## config.mk

```make
export PLATFORM = sky130hd
export DESIGN_NAME = ic_top
export DESIGN_NICKNAME = d
export VERILOG_FILES = /design/src/rtl/ic_pkg.sv /design/src/rtl/ic_regs.sv /design/src/rtl/ic_arbiter.sv /design/src/rtl/ic_top.sv
export SDC_FILE = /design/constraint.sdc
export NUM_CORES = 1
export LEC_CHECK = 0
export ABC_CLOCK_PERIOD_IN_PS = 197700
export BUFFER_PORTS_ARGS = -buffer_cell sky130_fd_sc_hd__buf_2
export CELL_PAD_IN_SITES_DETAIL_PLACEMENT = 1
export CELL_PAD_IN_SITES_GLOBAL_PLACEMENT = 2
export CORE_MARGIN = 8
export CORE_UTILIZATION = 40
export CTS_BUF_LIST = sky130_fd_sc_hd__clkbuf_8
export DETAILED_ROUTE_END_ITERATION = 8
export PLACE_DENSITY_LB_ADDON = 0.1
export SLEW_MARGIN = 10
export SYNTH_ARGS = -nofsm -noshare
export SYNTH_HDL_FRONTEND = slang
export SYNTH_SLANG_ARGS = --single-unit
```

## constraint.sdc

```tcl
create_clock -name clk_i -period 197.7 [get_ports clk_i]
set_input_delay 9.885 -clock clk_i [delete_from_list [all_inputs] [get_ports clk_i]]
set_output_delay 9.885 -clock clk_i [all_outputs]
set_load 0.01 [all_outputs]
```

## src/rtl/ic_pkg.sv

```systemverilog
package ic_pkg;
    localparam int ADR_W = 6;

    localparam logic [ADR_W-1:0] OFF_VBASE  = 6'd8;
    localparam logic [ADR_W-1:0] OFF_FAST   = 6'd9;   // slot f: vec at 9+3f, lo at 10+3f, hi at 11+3f
    localparam logic [ADR_W-1:0] OFF_STATUS = 6'd15;
    localparam logic [ADR_W-1:0] OFF_PEND   = 6'd16;

    typedef struct packed {
        logic       on;
        logic [1:0] lvl;
    } lvl_t;

    // Maps a 2-bit field to an effective level; non-disableable sources use the raised map.
    function automatic lvl_t decode_field(input logic [1:0] f, input logic fixed);
        lvl_t r;
        if (fixed) begin
            r.on  = 1'b1;
            r.lvl = (f == 2'b11) ? 2'd3 : f + 2'd1;
        end else begin
            r.on  = (f != 2'b00);
            r.lvl = f - 2'd1;
        end
        return r;
    endfunction
endpackage

```

## src/rtl/ic_regs.sv

```systemverilog
module ic_regs
    import ic_pkg::*;
#(
    parameter int NUM_SRC = 64,
    parameter int VEC_W   = 6,
    parameter int VB_W    = 16,
    parameter int VADDR_W = 23
) (
    input  logic                        clk_i,
    input  logic                        rst_i,
    input  logic                        bus_we_i,
    input  logic [ADR_W-1:0]            bus_addr_i,
    input  logic [15:0]                 bus_wdata_i,
    output logic [15:0]                 bus_rdata_o,
    input  logic [NUM_SRC-1:0]          irq_i,
    input  logic                        ack_i,
    input  logic [VEC_W-1:0]            ack_vec_i,
    input  logic                        cur_req_i,
    input  logic [1:0]                  cur_level_i,
    input  logic [VADDR_W-1:0]          cur_vaddr_i,
    output logic [2*NUM_SRC-1:0]        prio_o,
    output logic [VB_W-1:0]             vbase_o,
    output logic [1:0]                  fen_o,
    output logic [1:0][VEC_W-1:0]       fvec_o,
    output logic [1:0][VADDR_W-1:0]     faddr_o,
    output logic [NUM_SRC-1:0]          pend_o
);
    localparam int PRIO_REGS = NUM_SRC / 8;
    localparam int PEND_REGS = NUM_SRC / 16;
    localparam int HI_W      = VADDR_W - 16;

    typedef struct packed {
        logic [2*NUM_SRC-1:0]    prio;
        logic [VB_W-1:0]         vbase;
        logic [1:0]              fen;
        logic [1:0][VEC_W-1:0]   fvec;
        logic [1:0][VADDR_W-1:0] faddr;
        logic [NUM_SRC-1:0]      pend;
        logic [6:0]              last;
    } st_t;

    st_t s_d, s_q;
    logic [NUM_SRC-1:0] clr;

    always_comb begin
        s_d = s_q;
        clr = '0;
        if (ack_i) begin
            clr[ack_vec_i] = 1'b1;
            s_d.last       = cur_vaddr_i[7:1];
        end
        s_d.pend = (s_q.pend & ~clr) | irq_i;

        if (bus_we_i) begin
            for (int r = 0; r < PRIO_REGS; r++) begin
                if (bus_addr_i == ADR_W'(r)) s_d.prio[r*16 +: 16] = bus_wdata_i;
            end
            if (bus_addr_i == OFF_VBASE) s_d.vbase = bus_wdata_i[VB_W-1:0];
            for (int f = 0; f < 2; f++) begin
                if (bus_addr_i == OFF_FAST + ADR_W'(3*f)) begin
                    s_d.fvec[f] = bus_wdata_i[VEC_W-1:0];
                    s_d.fen[f]  = bus_wdata_i[15];
                end
                if (bus_addr_i == OFF_FAST + ADR_W'(3*f + 1)) s_d.faddr[f][15:0] = bus_wdata_i;
                if (bus_addr_i == OFF_FAST + ADR_W'(3*f + 2))
                    s_d.faddr[f][VADDR_W-1:16] = bus_wdata_i[HI_W-1:0];
            end
        end
    end

    always_comb begin
        bus_rdata_o = '0;
        for (int r = 0; r < PRIO_REGS; r++) begin
            if (bus_addr_i == ADR_W'(r)) bus_rdata_o = s_q.prio[r*16 +: 16];
        end
        if (bus_addr_i == OFF_VBASE) bus_rdata_o = 16'(s_q.vbase);
        for (int f = 0; f < 2; f++) begin
            if (bus_addr_i == OFF_FAST + ADR_W'(3*f))
                bus_rdata_o = {s_q.fen[f], 15'(s_q.fvec[f])};
            if (bus_addr_i == OFF_FAST + ADR_W'(3*f + 1)) bus_rdata_o = s_q.faddr[f][15:0];
            if (bus_addr_i == OFF_FAST + ADR_W'(3*f + 2))
                bus_rdata_o = 16'(s_q.faddr[f][VADDR_W-1:16]);
        end
        if (bus_addr_i == OFF_STATUS) bus_rdata_o = {cur_req_i, s_q.last, 6'b0, cur_level_i};
        for (int r = 0; r < PEND_REGS; r++) begin
            if (bus_addr_i == OFF_PEND + ADR_W'(r)) bus_rdata_o = s_q.pend[r*16 +: 16];
        end
    end

    always_ff @(posedge clk_i) begin
        if (rst_i) s_q <= '0;
        else       s_q <= s_d;
    end

    assign prio_o  = s_q.prio;
    assign vbase_o = s_q.vbase;
    assign fen_o   = s_q.fen;
    assign fvec_o  = s_q.fvec;
    assign faddr_o = s_q.faddr;
    assign pend_o  = s_q.pend;
endmodule

```

## src/rtl/ic_arbiter.sv

```systemverilog
module ic_arbiter
    import ic_pkg::*;
#(
    parameter int                 NUM_SRC    = 64,
    parameter int                 VEC_W      = 6,
    parameter int                 VB_W       = 16,
    parameter int                 VADDR_W    = 23,
    parameter logic [NUM_SRC-1:0] FIXED_MASK = '0
) (
    input  logic [2*NUM_SRC-1:0]    prio_i,
    input  logic [NUM_SRC-1:0]      pend_i,
    input  logic [VB_W-1:0]         vbase_i,
    input  logic [1:0]              fen_i,
    input  logic [1:0][VEC_W-1:0]   fvec_i,
    input  logic [1:0][VADDR_W-1:0] faddr_i,
    input  logic [1:0]              mask_i,
    output logic                    win_req_o,
    output logic [1:0]              win_lvl_o,
    output logic [VEC_W-1:0]        win_vec_o,
    output logic [VADDR_W-1:0]      win_vaddr_o
);
    logic             tbl_v;
    logic [1:0]       tbl_lvl;
    logic [VEC_W-1:0] tbl_vec;
    logic [1:0]       fast_hit;
    lvl_t             dec;

    // Scan from the top vector down so that an equal level at a lower vector replaces the holder.
    always_comb begin
        tbl_v   = 1'b0;
        tbl_lvl = '0;
        tbl_vec = '0;
        dec     = '0;
        for (int i = NUM_SRC - 1; i >= 0; i--) begin
            dec = decode_field(prio_i[2*i +: 2], FIXED_MASK[i]);
            if (pend_i[i] && dec.on && (!tbl_v || dec.lvl >= tbl_lvl)) begin
                tbl_v   = 1'b1;
                tbl_lvl = dec.lvl;
                tbl_vec = VEC_W'(i);
            end
        end
    end

    generate
        for (genvar f = 0; f < 2; f++) begin : g_fast
            assign fast_hit[f] = fen_i[f] && pend_i[fvec_i[f]] && (mask_i <= 2'd2);
        end
    endgenerate

    always_comb begin
        win_req_o   = 1'b0;
        win_lvl_o   = '0;
        win_vec_o   = '0;
        win_vaddr_o = '0;
        if (tbl_v && tbl_lvl == 2'd3) begin
            win_req_o   = 1'b1;
            win_lvl_o   = tbl_lvl;
            win_vec_o   = tbl_vec;
            win_vaddr_o = {vbase_i, tbl_vec, 1'b0};
        end else if (fast_hit[0]) begin
            win_req_o   = 1'b1;
            win_lvl_o   = 2'd2;
            win_vec_o   = fvec_i[0];
            win_vaddr_o = faddr_i[0];
        end else if (fast_hit[1]) begin
            win_req_o   = 1'b1;
            win_lvl_o   = 2'd2;
            win_vec_o   = fvec_i[1];
            win_vaddr_o = faddr_i[1];
        end else if (tbl_v && tbl_lvl >= mask_i) begin
            win_req_o   = 1'b1;
            win_lvl_o   = tbl_lvl;
            win_vec_o   = tbl_vec;
            win_vaddr_o = {vbase_i, tbl_vec, 1'b0};
        end
    end
endmodule

```

## src/rtl/ic_top.sv

```systemverilog
module ic_top
    import ic_pkg::*;
#(
    parameter int                 NUM_SRC    = 64,
    parameter logic [NUM_SRC-1:0] FIXED_MASK = NUM_SRC'(3),
    parameter int                 VB_W       = 16,
    localparam int                VEC_W      = $clog2(NUM_SRC),
    localparam int                VADDR_W    = VB_W + VEC_W + 1
) (
    input  logic               clk_i,
    input  logic               rst_i,
    input  logic               bus_we_i,
    input  logic [5:0]         bus_addr_i,
    input  logic [15:0]        bus_wdata_i,
    output logic [15:0]        bus_rdata_o,
    input  logic [NUM_SRC-1:0] irq_i,
    input  logic [1:0]         core_mask_i,
    input  logic               ack_i,
    input  logic [VEC_W-1:0]   ack_vec_i,
    output logic               irq_req_o,
    output logic [1:0]         irq_level_o,
    output logic [VEC_W-1:0]   irq_vec_o,
    output logic [VADDR_W-1:0] irq_vaddr_o
);
    typedef struct packed {
        logic               req;
        logic [1:0]         lvl;
        logic [VEC_W-1:0]   vec;
        logic [VADDR_W-1:0] vaddr;
    } out_t;

    out_t o_d, o_q;

    logic [2*NUM_SRC-1:0]    prio_w;
    logic [VB_W-1:0]         vbase_w;
    logic [1:0]              fen_w;
    logic [1:0][VEC_W-1:0]   fvec_w;
    logic [1:0][VADDR_W-1:0] faddr_w;
    logic [NUM_SRC-1:0]      pend_w;
    logic                    win_req;
    logic [1:0]              win_lvl;
    logic [VEC_W-1:0]        win_vec;
    logic [VADDR_W-1:0]      win_vaddr;

    ic_regs #(
        .NUM_SRC(NUM_SRC), .VEC_W(VEC_W), .VB_W(VB_W), .VADDR_W(VADDR_W)
    ) regs_i (
        .clk_i(clk_i), .rst_i(rst_i),
        .bus_we_i(bus_we_i), .bus_addr_i(bus_addr_i), .bus_wdata_i(bus_wdata_i),
        .bus_rdata_o(bus_rdata_o),
        .irq_i(irq_i), .ack_i(ack_i), .ack_vec_i(ack_vec_i),
        .cur_req_i(o_q.req), .cur_level_i(o_q.lvl), .cur_vaddr_i(o_q.vaddr),
        .prio_o(prio_w), .vbase_o(vbase_w), .fen_o(fen_w), .fvec_o(fvec_w),
        .faddr_o(faddr_w), .pend_o(pend_w)
    );

    ic_arbiter #(
        .NUM_SRC(NUM_SRC), .VEC_W(VEC_W), .VB_W(VB_W), .VADDR_W(VADDR_W),
        .FIXED_MASK(FIXED_MASK)
    ) arb_i (
        .prio_i(prio_w), .pend_i(pend_w), .vbase_i(vbase_w), .fen_i(fen_w),
        .fvec_i(fvec_w), .faddr_i(faddr_w), .mask_i(core_mask_i),
        .win_req_o(win_req), .win_lvl_o(win_lvl), .win_vec_o(win_vec),
        .win_vaddr_o(win_vaddr)
    );

    always_comb begin
        o_d.req   = win_req;
        o_d.lvl   = win_lvl;
        o_d.vec   = win_vec;
        o_d.vaddr = win_vaddr;
    end

    always_ff @(posedge clk_i) begin
        if (rst_i) o_q <= '0;
        else       o_q <= o_d;
    end

    assign irq_req_o   = o_q.req;
    assign irq_level_o = o_q.lvl;
    assign irq_vec_o   = o_q.vec;
    assign irq_vaddr_o = o_q.vaddr;
endmodule

```

==> flow_metrics.py <==
metrics = {
    "synthesis": {
        "synth-simple-area-share": 0.2445,
        "synth-edff-count": 0,
        "synth_top_family_by_area": "compound AO/OA/AOI/OAI gates",
        "yosysTopAreaCellShare": 0.2617,
        "synth_cell_type_count": 102,
        "synth_compound_area_frac": 0.2523,
        "synth_area_leaders": "dfxtp_1 (26%), ha_1 (10%), a21oi_1 (9.1%), nand2_1 (9.0%), inv_1 (4.5%)",
        "syn-num-nets": 3509,
        "synth_common_cells": "nand2_1 (566), a21oi_1 (429), dfxtp_1 (307), inv_1 (284), ha_1 (190)",
        "synth_xor_xnor_area_share": 0,
        "ys_ff_latch": 307,
        "yosysWarnings": 0,
        "yosysMostFrequentCell": "nand2_1",
        "syn-cell-area_um2": 23480,
        "synth_fa_ha_area_frac": 0.1012,
        "muxShareOfSynthArea": 0.06404,
        "yosys.area.top_type": "dfxtp_1",
        "synthArstFlopShare": 0,
        "syn_inst": 3221,
        "syn_avg_cell_area_um2": 7.291,
        "yosysSeqAreaShare": 0.2617,
        "ys.flop_type": "dfxtp_1",
    },
    "global_routing": {
        "grt_antenna_before_repair": 7,
        "grt_max_degree": 143,
        "grt_pass1_wl_um": 172600,
        "overflow": 0,
        "grt_pass1_vias": 25880,
        "grtUsageTotal": 0.3414,
    },
    "floorplanning": {
        "core-area_um2": 58570,
        "start_util": 0.4009,
        "dieArea_um2": 66720,
        "ios": 146,
        "die_height_um": 258.3,
        "num_rows": 89,
        "die_x_um": 258.3,
    },
    "clock_tree": {
        "tritoncts": "yes",
        "root_buffer": "clkbuf_8",
        "ctsResizeCount": 0,
        "clockBufferDepth": 3,
        "cts_hold_buf": 0,
        "htree_levels": 2,
        "post_cts_buffers": 0,
        "cts.clk_slew.worst_paths_ns": 0.07,
        "clock-sinks": 307,
        "cts_buffers": 56,
        "worstSkewPairLatency_ns": 0.67,
    },
    "pwr": {
        "pwr_density_cell_nw_per_um2": 6.069,
        "peakVddDrop_v": 0.000005407,
        "power_leakage_nw": 10.20,
    },
    "detailed_routing": {
        "routed_wl_um": 118900,
        "drt_iter0_drc": 2638,
        "avgRoutedWirePerCell_um": 29.00,
        "vias": 26010,
        "via_per_inst": 6.342,
        "drc": 0,
        "detail-route-antenna-nets": 0,
        "firstDrtPassIters": 6,
    },
    "final_layout": {
        "num-nets-final": 3568,
        "fill_cells": 7414,
        "drive_gt1_frac": 0.1177,
        "regArea_um2": 6146,
        "final_util": 0.4421,
        "multi_input_area_um2": 15580,
        "area_delta_synth_final_pct": 10.27,
    },
    "critical_path": {
        "r2r_start": "regs_i.prio_o[126]$_SDFFE_PP0P_",
        "end_kind": "register",
        "crit_path_frequent_cell": "a21oi_1",
        "crit_path_start_kind": "register",
        "crit_fanout": 24,
        "worst_path_largest_cell_delay_ns": 1.01,
        "r2r-end": "irq_vaddr_o[4]$_SDFF_PP0_",
        "criticalPathCategory": "register to register",
        "crit_path_top_delay_cell": "a41oi_2",
        "ff2ff_path_depth": 432,
        "crit_required_ns": 198.21,
        "r2r_slack_ns": 103.07,
        "critPathLaunch": "regs_i.prio_o[126]$_SDFFE_PP0P_",
        "critical_path_arrival_ns": 95.14,
    },
    "timing": {
        "hold_viol": 0,
        "rsz0062_at_grt": "no",
        "drv_slew": 0,
        "fin_skew_ns": 0.02611,
        "max_freq_ghz": 0.01057,
        "worst_pin_slew_ns": 1.332,
        "whs_ns": 0.4640,
        "finalSetupViolCount": 0,
        "post-route-min-period_ns": 94.63,
        "fin_crit_sh": 0.4787,
        "fin_setup_tns_ns": 0,
        "maxSlewHeadroom": 0.1072,
    },
    "min_path": {
        "min_to": "regs_i.prio_o[79]$_SDFFE_PP0P_",
        "hold_path_depth": 2,
        "hold_start": "regs_i.prio_o[79]$_SDFFE_PP0P_",
        "min_path_type": "register to register",
    },
    "job": {
        "max-cap-violations": 0,
    },
    "place": {
        "place.gp.congestion": 1.012,
        "portBuffers": 145,
        "dp_hpwl_um": 92230,
    },
    "status": {
        "outcome": "completed",
    },
}
-- layout make-up --
cell class / count / area share
Inverter: 288 / 0.04175
Multi-Input combinational cell: 2453 / 0.6016
Clock buffer: 67 / 0.03561
Timing Repair Buffer: 174 / 0.03682
Sequential cell: 307 / 0.2373
Tap cell: 773 / 0.03735
Antenna cell: 8 / 0.0007731
Clock inverter: 32 / 0.008794
-- layout by cell type (no fill, tap or decap), drive strengths merged, types with 28 or more instances in the layout --
cell | synthesis | routed
nand2 | 566 | 566
a21oi | 430 | 430
dfxtp | 307 | 307
inv | 286 | 299
ha | 190 | 190
buf | 26 | 174
nor2 | 152 | 152
o21ai | 149 | 149
nand3 | 133 | 133
nand2b | 126 | 126
a22oi | 69 | 69
clkbuf | 147 | 67
nor2b | 46 | 46
mux4 | 42 | 42
nor3 | 39 | 39
a31oi | 33 | 33
nand4 | 31 | 31
and2 | 28 | 28
-- metrics by stage --
step	setup slack, ns	power [mW]	cell area, µm²	std cells
2_1_floorplan	120.93	0.08210	23480	3221
3_3_place_gp	107.46	0.09228	24730	3995
3_5_place_dp	104.62	0.09319	24730	3995
4_1_cts	104.24	0.1562	25870	4094
5_1_grt	95.93	0.1618	25880	4095
6_report	103.07	0.1571	25890	4102
-- sequential cells by signal (all words and copies together) (netlist names) --
signal          flops
regs_i.prio_o     128
regs_i.pend_o      64
regs_i.faddr_o     46
irq_vaddr_o        23
regs_i.vbase_o     16
regs_i.fvec_o      12
regs_i.s_q          7
irq_vec_o           6
irq_level_o         2
regs_i.fen_o        2
irq_req_o           1
-- per-layer routing --
layer,GRT usage,share of wire
met1,0.4477,0.42
met2,0.5411,0.44
met5,0,0
met3,0.05884,0.086
met4,0.1645,0.056
-- how the worst max path moves through the flow --
stage	to	slack, ns	cells past startpoint
after floorplan	irq_vaddr_o[14]$_SDFF_PP0_	120.93	440
after global placement	irq_vaddr_o[4]$_SDFF_PP0_	107.46	432
after detailed placement	irq_vaddr_o[4]$_SDFF_PP0_	104.62	430
after CTS	irq_vaddr_o[4]$_SDFF_PP0_	104.24	430
after global routing	irq_vaddr_o[4]$_SDFF_PP0_	95.93	432
final	irq_vaddr_o[4]$_SDFF_PP0_	103.07	432
-- logic make-up (layout without fill, tap and decap cells) --
logic type / after synthesis / after routing
AND/OR/NAND/NOR: 1219 / 1219
buffers and inverters: 461 / 561
adder cells (fa/ha/maj): 190 / 190
AO/OA/AOI/OAI: 950 / 950
multiplexers: 94 / 94
other: 0 / 8
flip-flops: 307 / 307
-- critical path, delay by kind of cell (launching register included) --
kind	cells	cell delay (ns)
compound gates	188	45.75
simple gates	143	22.78
fa+ha+maj	65	18.09
mux	15	5.23
buf+inv	21	2.00
flops	1	0.47
-- power by group --
part	leakage (nW)	internal (mW)	switching, mW
sequential	2.50	0.0632	0.00339
clock	0.649	0.0346	0.0298
combinational	7.06	0.00900	0.0172
total	10.2	0.107	0.0503
No activity file was read; power rests on OpenSTA's default activity.
